## src/rtl/tis_pkg.sv

```systemverilog
package tis_pkg;
  typedef enum logic [1:0] {
    CLS_NONE = 2'd0,
    CLS_ALU  = 2'd1,
    CLS_MEM  = 2'd2,
    CLS_BR   = 2'd3
  } cls_e;

  typedef enum logic [1:0] {
    MD_ROTATE  = 2'd0,
    MD_STALLSW = 2'd1,
    MD_SHARED  = 2'd2,
    MD_ROT_ALT = 2'd3
  } mode_e;
endpackage

```

## src/rtl/thread_rotator.sv

```systemverilog
module thread_rotator #(
  parameter int NTHR = 3,
  parameter int TW   = 2
) (
  input  logic [TW-1:0]   base,
  input  logic [NTHR-1:0] ready,
  output logic            found,
  output logic [TW-1:0]   pick
);
  always_comb begin
    found = 1'b0;
    pick  = '0;
    for (int i = 1; i <= NTHR; i++) begin
      int j;
      j = (int'(base) + i) % NTHR;
      if (!found && ready[j]) begin
        found = 1'b1;
        pick  = TW'(j);
      end
    end
  end
endmodule

```

## src/rtl/slot_packer.sv

```systemverilog
module slot_packer import tis_pkg::*; #(
  parameter int NTHR  = 3,
  parameter int TW    = 2,
  parameter int LOOK  = 4,
  parameter int N_ALU = 2,
  parameter int N_MEM = 1,
  parameter int N_BR  = 1,
  localparam int NSLOT = N_ALU + N_MEM + N_BR
) (
  input  logic                  clk,
  input  logic                  rst,
  input  logic [NTHR-1:0]       en,
  input  logic [NTHR*LOOK*2-1:0] req,
  output logic [NSLOT-1:0]      vld,
  output logic [NSLOT*TW-1:0]   tid
);
  always_comb begin
    int alu_n, mem_n, br_n;
    alu_n = 0;
    mem_n = 0;
    br_n  = 0;
    vld   = '0;
    tid   = '0;
    // threads visited in preference order, lowest index first
    for (int t = 0; t < NTHR; t++) begin
      logic blk;
      blk = !en[t];
      for (int k = 0; k < LOOK; k++) begin
        cls_e c;
        int   s;
        c = cls_e'(req[(t*LOOK+k)*2 +: 2]);
        s = -1;
        if (!blk) begin
          case (c)
            CLS_ALU: if (alu_n < N_ALU) begin s = alu_n;               alu_n++; end
            CLS_MEM: if (mem_n < N_MEM) begin s = N_ALU + mem_n;       mem_n++; end
            CLS_BR:  if (br_n  < N_BR)  begin s = N_ALU + N_MEM + br_n; br_n++; end
            default: s = -1;
          endcase
          if (s < 0) blk = 1'b1;
          else begin
            vld[s]         = 1'b1;
            tid[s*TW +: TW] = TW'(t);
          end
        end
      end
    end
  end

  // ALU slots are filled from the lowest index upward
  p_alu_fill_order_r6: assert property (@(posedge clk) disable iff (rst)
    (N_ALU > 1 && vld[1]) |-> vld[0]);
endmodule

```

## src/rtl/refill_timer.sv

```systemverilog
module refill_timer #(
  parameter int REFILL = 5,
  localparam int RW = $clog2(REFILL + 1)
) (
  input  logic clk,
  input  logic rst,
  input  logic load,
  output logic busy
);
  logic [RW-1:0] cnt;

  always_ff @(posedge clk) begin
    if (rst)            cnt <= '0;
    else if (load)      cnt <= RW'(REFILL - 1);
    else if (cnt != '0) cnt <= cnt - 1'b1;
  end

  assign busy = (cnt != '0);

  // a new switch is never started while a penalty is still running
  p_load_idle_r5: assert property (@(posedge clk) disable iff (rst)
    busy |-> !load);
endmodule

```

## src/rtl/thread_issue_sel.sv

```systemverilog
module thread_issue_sel import tis_pkg::*; #(
  parameter int NTHR       = 3,
  parameter int N_ALU      = 2,
  parameter int N_MEM      = 1,
  parameter int N_BR       = 1,
  parameter int LOOK       = 4,
  parameter int SW         = 4,
  parameter int SWITCH_MIN = 2,
  parameter int REFILL     = 5,
  localparam int NSLOT = N_ALU + N_MEM + N_BR,
  localparam int TW    = (NTHR > 1) ? $clog2(NTHR) : 1
) (
  input  logic                    clk,
  input  logic                    rst,
  input  logic [1:0]              mode_i,
  input  logic [NTHR*SW-1:0]      stall_len_i,
  input  logic [NTHR*LOOK*2-1:0]  req_cls_i,
  output logic [NSLOT-1:0]        slot_vld_o,
  output logic [NSLOT*TW-1:0]     slot_tid_o,
  output logic                    drain_o
);
  logic [NTHR-1:0] ready, longst, en;
  logic [TW-1:0]   cur_q, cur_d, nxt;
  logic            nxt_ok, draining, ld, drain_d;
  logic [NSLOT-1:0]    pk_vld;
  logic [NSLOT*TW-1:0] pk_tid;

  for (genvar t = 0; t < NTHR; t++) begin : g_thr
    assign ready[t]  = (stall_len_i[t*SW +: SW] == '0);
    assign longst[t] = (int'(stall_len_i[t*SW +: SW]) > SWITCH_MIN);
  end

  thread_rotator #(.NTHR(NTHR), .TW(TW)) u_rot (
    .base(cur_q), .ready(ready), .found(nxt_ok), .pick(nxt));

  refill_timer #(.REFILL(REFILL)) u_tmr (
    .clk(clk), .rst(rst), .load(ld), .busy(draining));

  slot_packer #(.NTHR(NTHR), .TW(TW), .LOOK(LOOK),
                .N_ALU(N_ALU), .N_MEM(N_MEM), .N_BR(N_BR)) u_pack (
    .clk(clk), .rst(rst), .en(en), .req(req_cls_i), .vld(pk_vld), .tid(pk_tid));

  always_comb begin
    en      = '0;
    cur_d   = cur_q;
    ld      = 1'b0;
    drain_d = draining;
    if (!draining) begin
      case (mode_e'(mode_i))
        MD_STALLSW: begin
          if (ready[cur_q]) en[cur_q] = 1'b1;
          else if (longst[cur_q] && nxt_ok) begin
            cur_d   = nxt;
            ld      = 1'b1;
            drain_d = 1'b1;
          end
        end
        MD_SHARED: en = ready;
        default: begin
          if (nxt_ok) begin
            en[nxt] = 1'b1;
            cur_d   = nxt;
          end
        end
      endcase
    end
  end

  always_ff @(posedge clk) begin
    if (rst) begin
      slot_vld_o <= '0;
      slot_tid_o <= '0;
      drain_o    <= 1'b0;
      cur_q      <= TW'(NTHR - 1);
    end else begin
      slot_vld_o <= pk_vld;
      slot_tid_o <= pk_tid;
      drain_o    <= drain_d;
      cur_q      <= cur_d;
    end
  end

  // grant map and drain flag are mutually exclusive
  p_drain_no_grant_r5: assert property (@(posedge clk) disable iff (rst)
    drain_o |-> (slot_vld_o == '0));

  // while a penalty runs, mode and requests are ignored
  p_drain_hold_r9: assert property (@(posedge clk) disable iff (rst)
    draining |-> (pk_vld == '0 && cur_d == cur_q));

  // a stalled thread never owns a slot
  for (genvar s = 0; s < NSLOT; s++) begin : g_chk
    p_stalled_skip_r7: assert property (@(posedge clk) disable iff (rst)
      pk_vld[s] |-> (int'(pk_tid[s*TW +: TW]) < NTHR && ready[pk_tid[s*TW +: TW]]));
  end

  // single-thread policies grant at most one thread
  p_one_thread_r2: assert property (@(posedge clk) disable iff (rst)
    (mode_i != 2'd2) |-> $onehot0(en));
endmodule

```

## config.mk

```make
export PLATFORM = sky130hd
export DESIGN_NAME = thread_issue_sel
export DESIGN_NICKNAME = d
export VERILOG_FILES = /design/src/rtl/tis_pkg.sv /design/src/rtl/thread_rotator.sv /design/src/rtl/slot_packer.sv /design/src/rtl/refill_timer.sv /design/src/rtl/thread_issue_sel.sv
export SDC_FILE = /design/constraint.sdc
export NUM_CORES = 1
export LEC_CHECK = 0
export BUFFER_PORTS_ARGS = -buffer_cell sky130_fd_sc_hd__buf_2
export CAP_MARGIN = 40
export CORE_MARGIN = 5
export CORE_UTILIZATION = 50
export DETAILED_ROUTE_END_ITERATION = 16
export HOLD_SLACK_MARGIN = 0.08
export PLACE_DENSITY = 0.75
export SYNTH_ARGS = -nofsm -noshare
export SYNTH_HDL_FRONTEND = slang
export SYNTH_SLANG_ARGS = --single-unit
```

## constraint.sdc

```tcl
create_clock -name clk -period 12.2 [get_ports clk]
set_input_delay 1.22 -clock clk [delete_from_list [all_inputs] [get_ports clk]]
set_output_delay 1.22 -clock clk [all_outputs]
set_load 0.02 [all_outputs]
```

== After elaboration in Yosys (flattened, before gate mapping) ==
Cells that the tools add are included.
Storage, ports and cells
  output and inout bits: 13
  word-level logic and storage cells: 556
  bits in registers: 18
Operators by class
  bitwise operators: 14
  reductions and logical operators: 30
  magnitude comparators: 79
  mux-type cells: 292
  add/sub/neg operators: 68
  divide/modulo/power cells: 3
  equality and inequality tests: 40
  shifts and indexed selects: 24
Operator list (count)
  $mux W32: 136
  $pmux W32 S3: 12
  $add A32 B2 Y32 const B: 29
  $add A3 B32 Y32 const A: 22
  $lt A32 B2 Y1 const B: 22
  $lt A32 B4 Y1 const B: 15
  $neg A32 Y33: 12
  $shift A2 B33 Y8 const A: 12
  $shiftx A2 B33 Y8 const A: 12
  $ge A32 B1 Y1 const B: 12
  $lt A32 B1 Y1 const B: 12
  $lt A32 B3 Y1 const B: 10
  $mux W8: 24
  $mod A32 B3 Y32 const B: 3
  $mux W4: 24
  $bwmux W8: 11
  $mux W1: 53
  $eq A2 B2 Y1 const B: 25
  $or A4 B4 Y4: 11
  $demux W1 S2: 14
  $eq A2 B1 Y1 const B: 13
  $logic_and A1 B1 Y1: 17
  $mux W3: 5
  $gt A4 B2 Y1 const B: 3
  other kinds (20): 41

== Depth between registers and ports, before layout ==
Gate-level depths: netlist of run 1.
  depth in word-level cells: 71
  gate-level depth with buffers: 56

== By module ==
From an unflattened synthesis of run 1, not the netlist that was laid out.
Unflattened totals
  cells, all modules: 827
  area, all modules: 6143.4 sq um
Modules (own cells, without submodules)
  slot_packer: sequential area each 0.0 sq um, cells an instance 717, times used 1, area an instance 5186.2 sq um
  thread_issue_sel: sequential area each 300.3 sq um, cells an instance 72, times used 1, area an instance 655.6 sq um
  refill_timer: sequential area each 60.1 sq um, cells an instance 18, times used 1, area an instance 170.2 sq um
  thread_rotator: sequential area each 0.0 sq um, cells an instance 20, times used 1, area an instance 131.4 sq um

== Worst setup path after synthesis of run 1 ==
OpenSTA, ideal clock, no wires.
  path type: input -> register
  start: input port stall_len_i[3]
  end: register slot_tid_o[5]
  arrival time: 10.651 ns
  path slack: 1.472 ns
  library setup time: 0.077 ns
  required time: 12.123 ns
  stages on the path: 52
  path through: or4_4 > a311oi_1 > and4_4 > o22ai_4 > buf_6 > nor2_1 > ha_1 > o21ai_0 > a22oi_1 > nand2_1 > ha_1 > and3b_1 > o21ai_0 > inv_1 > ha_1 > nand2_1 > a22oi_1 > ha_1 > (+16 left out) > o31ai_4 > inv_1 > ha_1 > nand2_1 > mux2_2 > a21o_1 > inv_1 > ha_1 > buf_1 > nand2_1 > ha_1 > nor3_1 > nand4_1 > or4_1 > nor3_1 > and3_2 > nand4_1 > a41oi_2
On the way
  longest elaborated chain between the ends: 68
Ends and longest elaborated chain
  start: declaration: line thread_issue_sel.sv:16  | input logic [NTHR*SW-1:0] stall_len_i,
  $logic_not A4 Y1 *: line thread_issue_sel.sv:29  | assign ready[t] = (stall_len_i[t*SW +: SW] == '0);
  $bmux W1 S2: line thread_rotator.sv:16  | if (!found && ready[j]) begin
  $mux W1 (not written as such) (2 in series): line thread_rotator.sv:16
  $mux W1: line thread_rotator.sv:16
  $logic_not A1 Y1: line thread_rotator.sv:16
  $logic_and A1 B1 Y1: line thread_rotator.sv:16
  $mux W1: line thread_rotator.sv:16
  $logic_not A1 Y1: line thread_rotator.sv:16
  (+51 left out)
  $mux W32, on equally long branches: line slot_packer.sv:37, slot_packer.sv:35, slot_packer.sv:36
  $pmux W32 S3: line slot_packer.sv:34  | case (c)
  $mux W32: line slot_packer.sv:33  | if (!blk) begin
  $neg A32 Y33: line slot_packer.sv:43  | tid[s*TW +: TW] = TW'(t);
  $shiftx A2 B33 Y8 or $shift A2 B33 Y8 (tied branches): line slot_packer.sv:43
  $bwmux W8: line slot_packer.sv:43
  $mux W8: line slot_packer.sv:40  | if (s < 0) blk = 1'b1;
  $mux W8 *: line slot_packer.sv:33
  end signal: assignment: line thread_issue_sel.sv:77  | slot_tid_o <= pk_tid;
  end: declaration: line thread_issue_sel.sv:19  | output logic [NSLOT*TW-1:0] slot_tid_o,
Mark *: on every way between the ends. The rest lies on a longest branch, timed or not. The select of a mux whose other input is x is not followed.
A chain may end at the register's enable or synchronous reset.

== Worst setup path after layout of run 1 ==
  start: input port stall_len_i[3]
  end: register slot_tid_o[6]
The elaborated chain is that of the path after synthesis.

==> metrics.md, run 1 <==
| Metric | Value |
|---|---|
| 1st-pass router iterations | 5 |
| Number of vias per cell | approximately 6.3 |
| Htree depth | 1 |
| Async set or reset register ratio after synthesis | 0% |
| Lkg Pwr | about 0.0027 uW |
| I/O pin cnt | 53 |
| Clock power frac | 11.8% |
| Number of antenna violations at the first check in global routing | 0 |
| DIE HEIGHT | 120 um |
| Max Clock Skew | 2.20 ps |
| Die area | 14,500 sq um |
| Worst-Margin Slew | 818 ps |
| DR iter-0 viols | 639 |
| Max VDD drop | 0.0000476 V |
| Required @ worst endpoint | 12,340 ps |
| Peak Freq | 87.3 MHz |
| Drt total wl | 16.7 mm |
| P_sw | 277 uW |
| Routability-driven placement congestion ratio | between 0.9 and 1 |
| Post-Place Cells | 985 |
| RSZ-0062 raised after global routing | no |
| Worst skew pair latency | 250 ps |
| Row Count | 40 |
| Fin. Hold Viols | 0 |
| Layout cells sized above 1 | 17.8% |
| Pint | 266 uW |
| Flop pwr share | 12.8% |
| Pwr Density | 83.6 nW/um^2 |
| Tcrit/Tclk final | 93.9% |
| Pin count of the biggest net entering global routing | 22 |
| Global-route wire length before repair | approximately 27 mm |
| Gr usage total | 22.1% |
| # diodes | 0 |
| Post-Syn Area | 6100 sq um |
| Number of enable-type register cells in the synthesized netlist | 0 |
| Sw frac | 51.0% |
| TritonCTS Sinks | 18 |
| Final net count | 997 |
| Fin. max-slew vios | 0 |
| Final ANT Viol Nets | 0 |
| Final setup viols | 0 |
| Max-cap violations | 0 |
| Library cells used by synthesis | 117 |
| Number of port buffers | between 50 and 60 |
| Crit path top cell by count | ha_1 |
| Worst Path Arrival | 11,590 ps |
| Vias in the first global route | 5,784 |
| Setup TNS | 0 ps |
| Setup crit end kind | flop |
| Root Buffer | clkbuf_16 |
| DIE WIDTH | 120 um |
| Comb pwr share | 75.5% |
| Routed WL per cell | 16.8 um |
| Crit start category | input pin |
| Syn avg cell area | 7.63 sq um |
| Remaining DRCs | 0 |
| Ys flop type | dfxtp_1 |
| Vias post-DR | 6,262 |
| Result of the run | complete, no violations |
| Cells after Synth | 799 |
| Clk slew on worst S/H paths | around 50 ps |
| HP Class | reg -> reg |
| Yosys warns | 0 |
| Post-synthesis sequential area ratio | 5.91% |
| Most frequent cells in the layout | 112 x ha_1, 93 x nand2_1, 63 x inv_1 |
| Longest Clk Path Bufs | 2 |
| Fill count | 1,187 |
| Max incr delay on CP | 540 ps |
| Core area | 12,000 sq um |
| Layout Cells excl Fill | ~1,000 |
| Initial Util | around half |
| Rel. slew slack | 44.9% |
| Synth Net Count | between 900 and 1,000 |
| Area growth from synthesis to layout | 6.69% |
| Dpl hpwl | roughly 14 mm |
| TritonCTS clock tree | built |
| Critical-path top delay cell | or4_4 |
| CTS Buf Count | 3 |
| Commonest non-fill, non-tap cell in the layout | ha_1 |
| Tmin final | 11,450 ps |
| Crit-path max FO | 13 |
| Kind of critical path | in -> reg |
| #FFs+latches synth | 18 |
| Hold buffers post-CTS | 0 |
| Total gr overflow | 0 |
per-layer routing:
layer	GRT usage (%)	wire length [um]	vias to the layer above
li1	-	-	3122
met1	30.1	7780	2915
met2	37.2	7610	183
met3	2.43	842	42
met4	5.67	422	0
met5	0	0	-
Yosys cell counts (6+ instances only):
cell / count / area, sq um
nand3_1: 24 / 120
a22oi_1: 6 / 45.0
o211ai_1: 7 / 52.6
inv_1: 63 / 236
nand4_1: 29 / 181
nand2_1: 93 / 349
nor4_1: 17 / 106
a22o_1: 7 / 61.3
nor2_1: 53 / 199
and3_1: 9 / 56.3
nand2b_1: 9 / 56.3
a21o_1: 8 / 60.1
o21ai_0: 26 / 130
nor3_1: 31 / 155
nor4b_1: 9 / 78.8
dfxtp_1: 18 / 360
clkbuf_1: 8 / 30.0
a21oi_1: 41 / 205
nor2b_1: 18 / 113
ha_1: 113 / 1410
a31oi_1: 9 / 56.3
or3_1: 7 / 43.8
final cells by class:
cell class / instances / area, sq um / share of cell area, %
Timing Repair Buffer: 61 / 328 / 5.04
Inverter: 67 / 251 / 3.87
Multi-Input combinational cell: 693 / 5310 / 81.6
Sequential cell: 18 / 360 / 5.54
Tap cell: 147 / 184 / 2.83
Clock buffer: 3 / 75.1 / 1.15
flip-flops by register name, summed over array words and instances (netlist names):
signal,count
u_tmr.cnt,3
slot_vld_o,4
drain_o,1
cur_q,2
slot_tid_o,8
per-stage QoR:
step,instance area (sq um),util [%],hold slack (ps),total power [uW],setup slack (ps)
2_1_floorplan,6100,-,454,384,1470
3_3_place_gp,6400,53.5,467,464,330
3_5_place_dp,6410,53.6,478,472,307
4_1_cts,6480,54.2,489,539,519
5_1_grt,6500,54.4,530,598,21.1
6_report,6500,54.4,486,544,748
worst max-delay path, delay by kind of cell:
kind,cells,cell delay (ps)
AO/OA/AOI/OAI,11,2380
adder cells (fa/ha/maj),11,2960
buffers and inverters,5,450
multiplexers,2,600
AND/OR/NAND/NOR,20,4010
final timing paths:
path / start / end / slack (ps) / depth (start not counted)
worst max-delay path: stall_len_i[3] / slot_tid_o[6]$_SDFF_PP0_ / 750 / 49
worst min-delay path: u_tmr.cnt[1]$_SDFFE_PP0N_ / u_tmr.cnt[1]$_SDFFE_PP0N_ / 490 / 2
worst max register to register: cur_q[1]$_SDFFE_PP1P_ / slot_tid_o[6]$_SDFF_PP0_ / 1210 / 50
worst min register to register: u_tmr.cnt[1]$_SDFFE_PP0N_ / u_tmr.cnt[1]$_SDFFE_PP0N_ / 490 / 2
kinds of logic after synthesis:
group / count (synthesis) / share of synthesized area [%]
compound gates: 201 / 26.3
xor+xnor: 1 / 0.144
fa+ha+maj: 113 / 23.2
buf+inv: 88 / 7.43
flops: 18 / 5.91
mux: 9 / 1.87
simple gates: 369 / 35.2
what timing repair did:
action,4_1_cts,5_1_grt
buffers inserted,0,1
resized for setup,0,4
endpoints found under the hold margin,0,0
setup endpoints to repair,0,7
power groups by stage:
stage	sequential, uW	combinational [uW]	clock, uW
2_1_floorplan	74.0	310	0
3_3_place_gp	70.3	394	0
3_5_place_dp	70.6	401	0
4_1_cts	69.4	404	65.0
5_1_grt	70.6	459	68.3
6_report	69.5	410	63.9
Power figures use the tool's default switching activity.
==> run 2, diff against run 1 <==
--- a/config.mk
+++ b/config.mk
@@ -5,13 +5,15 @@
 export SDC_FILE = /design/constraint.sdc
 export NUM_CORES = 1
 export LEC_CHECK = 0
-export BUFFER_PORTS_ARGS = -buffer_cell sky130_fd_sc_hd__buf_2
+export BUFFER_PORTS_ARGS = -buffer_cell sky130_fd_sc_hd__buf_4
 export CAP_MARGIN = 40
+export CORE_ASPECT_RATIO = 0.6
 export CORE_MARGIN = 5
 export CORE_UTILIZATION = 50
 export DETAILED_ROUTE_END_ITERATION = 16
 export HOLD_SLACK_MARGIN = 0.08
 export PLACE_DENSITY = 0.75
+export REMOVE_ABC_BUFFERS = 1
 export SYNTH_ARGS = -nofsm -noshare
 export SYNTH_HDL_FRONTEND = slang
 export SYNTH_SLANG_ARGS = --single-unit
==> run 2 against run 1 <==
Against the previous run: worst hold slack improved by 1.9 ps; fmax decreased by 0.59%; total power increased by 4.7%; critical endpoint is now slot_tid_o[5]$_SDFF_PP0_.
==> metrics.md, run 2 (synthesized netlist as in run 1, its figures left out) <==
| Metric | Value |
|---|---|
| HP Class | reg -> reg |
| Routed WL per cell | 17.9 um |
| CTS Buf Count | 3 |
| Final core occ | 55.7% |
| Global-route wire length before repair | 29.4 mm |
| Total gr overflow | 0 |
| Remaining DRCs | 0 |
| Fill count | 1,060 |
| Placed inst area | approximately 6500 sq um |
| I/O pin cnt | 53 |
| # diodes | 0 |
| Layout cells sized above 1 | 17.9% |
| Lkg Pwr | about 0.0027 uW |
| Number of vias per cell | roughly 6.4 |
| Kind of critical path | in -> reg |
| Critical-path top delay cell | or4_4 |
| Worst-Margin Slew | 923 ps |
| Most frequent cells in the layout | 113 x ha_1, 93 x nand2_1, 63 x inv_1 |
| Tcrit/Tclk final | 94.4% |
| Rel. slew slack | 37.9% |
| Hold buffers post-CTS | 0 |
| Max-cap violations | 0 |
| Crit-path max FO | 9 |
| Worst Path Arrival | 11,700 ps |
| Max incr delay on CP | 550 ps |
| Required @ worst endpoint | 12,380 ps |
| Fin. Hold Viols | 0 |
| Initial Util | between 50% and 60% |
| Htree depth | 1 |
| Pin count of the biggest net entering global routing | 22 |
| Number of antenna violations at the first check in global routing | 0 |
| Row Count | 31 |
| Commonest non-fill, non-tap cell in the layout | ha_1 |
| Final net count | between 900 and 1,000 |
| Dpl hpwl | 14.8 mm |
| Longest Clk Path Bufs | 2 |
| TritonCTS clock tree | built |
| Vias post-DR | 6,482 |
| Gr usage total | approximately a quarter |
| Core area | approximately 12,000 sq um |
| TritonCTS Sinks | 18 |
| Crit start category | input pin |
| Regs by FF count | slot_tid_o (8), slot_vld_o (4), u_tmr.cnt (3) |
| Peak Freq | 86.8 MHz |
| 1st-pass router iterations | 5 |
| Fin. max-slew vios | 0 |
| Largest register FFs | 8 |
| Max VDD drop | roughly 0.000067 V |
| Number of port buffers | 52 |
| Drt total wl | 18.0 mm |
| Root Buffer | clkbuf_16 |
| Area growth from synthesis to layout | 9.58% |
| Final setup viols | 0 |
| Tmin final | 11,520 ps |
| DIE HEIGHT | 95.5 um |
| Setup crit end kind | flop |
| Post-route cell area | 6680 sq um |
| Pwr Density | approximately 85 nW/um^2 |
| Routability-driven placement congestion ratio | 0.995 |
| Result of the run | complete, no violations |
| Top reg by flops | slot_tid_o |
| Max Clock Skew | 1.48 ps |
| DR iter-0 viols | slightly above 700 |
| Clk slew on worst S/H paths | 60 ps |
| Total Power | 570 uW |
| Crit path top cell by count | ha_1 |
| Worst skew pair latency | 250 ps |
| Final ANT Viol Nets | 0 |
| Vias in the first global route | 5,551 |
| Die area | 14,600 sq um |
| DIE WIDTH | 153 um |
## run 2: power by group
| group | internal, uW | switching, uW | total (uW) |
|---|---|---|---|
| clock | 49.9 | 24.1 | 74.1 |
| sequential | 66.0 | 3.55 | 69.6 |
| combinational | 163 | 263 | 426 |
## run 2: path summary, 6_finish.rpt
kind                                           startpoint                        end  slack (ps)  depth (start not counted)
worst max-delay path                       stall_len_i[3]   slot_tid_o[5]$_SDFF_PP0_         680                         52
worst max register to register      cur_q[1]$_SDFFE_PP1P_   slot_tid_o[5]$_SDFF_PP0_        1040                         53
worst min-delay path            u_tmr.cnt[1]$_SDFFE_PP0N_  u_tmr.cnt[1]$_SDFFE_PP0N_         490                          2
worst min register to register  u_tmr.cnt[1]$_SDFFE_PP0N_  u_tmr.cnt[1]$_SDFFE_PP0N_         490                          2
## run 2: what timing repair did
| item | 4_1_cts | 5_1_grt |
|---|---|---|
| endpoints found under the hold margin | 0 | 0 |
| resized for setup | 0 | 4 |
| endpoints found under the setup margin | 0 | 7 |
| setup buffers | 0 | 3 |
## run 2: per-layer routing
metal,track usage [%],vias up,part of all wire [%]
met5,0,-,0
li1,-,3132,-
met4,2.59,0,0.79
met3,5.53,12,13
met2,32.0,375,36
met1,38.4,2963,50
## run 2: worst max-delay path, delay by kind of cell
family	cells	cell delay [ps]
buffers and inverters	7	750
AOI/OAI and AO/OA	14	2940
adders and majority gates	11	2910
and+or+nand+nor	18	3310
muxes	2	560
## run 2: cell type report
cell class	instances	area (sq um)	share of cell area, %
flip-flops and latches	18	360	5.39
multi-input cells	693	5300	79.3
well taps	165	206	3.09
repair buffers	62	473	7.08
inverters	67	251	3.76
clock buffers	4	88.8	1.33
## run 2: through the flow
| step | setup TNS (ps) | setup WS [ps] | instances | hold WS, ps |
|---|---|---|---|---|
| 6_report | 0 | 680 | 1009 | 488 |
| 5_1_grt | -19.1 | -19.1 | 1009 | 543 |
| 4_1_cts | 0 | 587 | 1006 | 492 |
| 3_5_place_dp | 0 | 409 | 1002 | 479 |
| 3_3_place_gp | 0 | 698 | 1000 | 474 |
| 2_1_floorplan | 0 | 1060 | 778 | 454 |
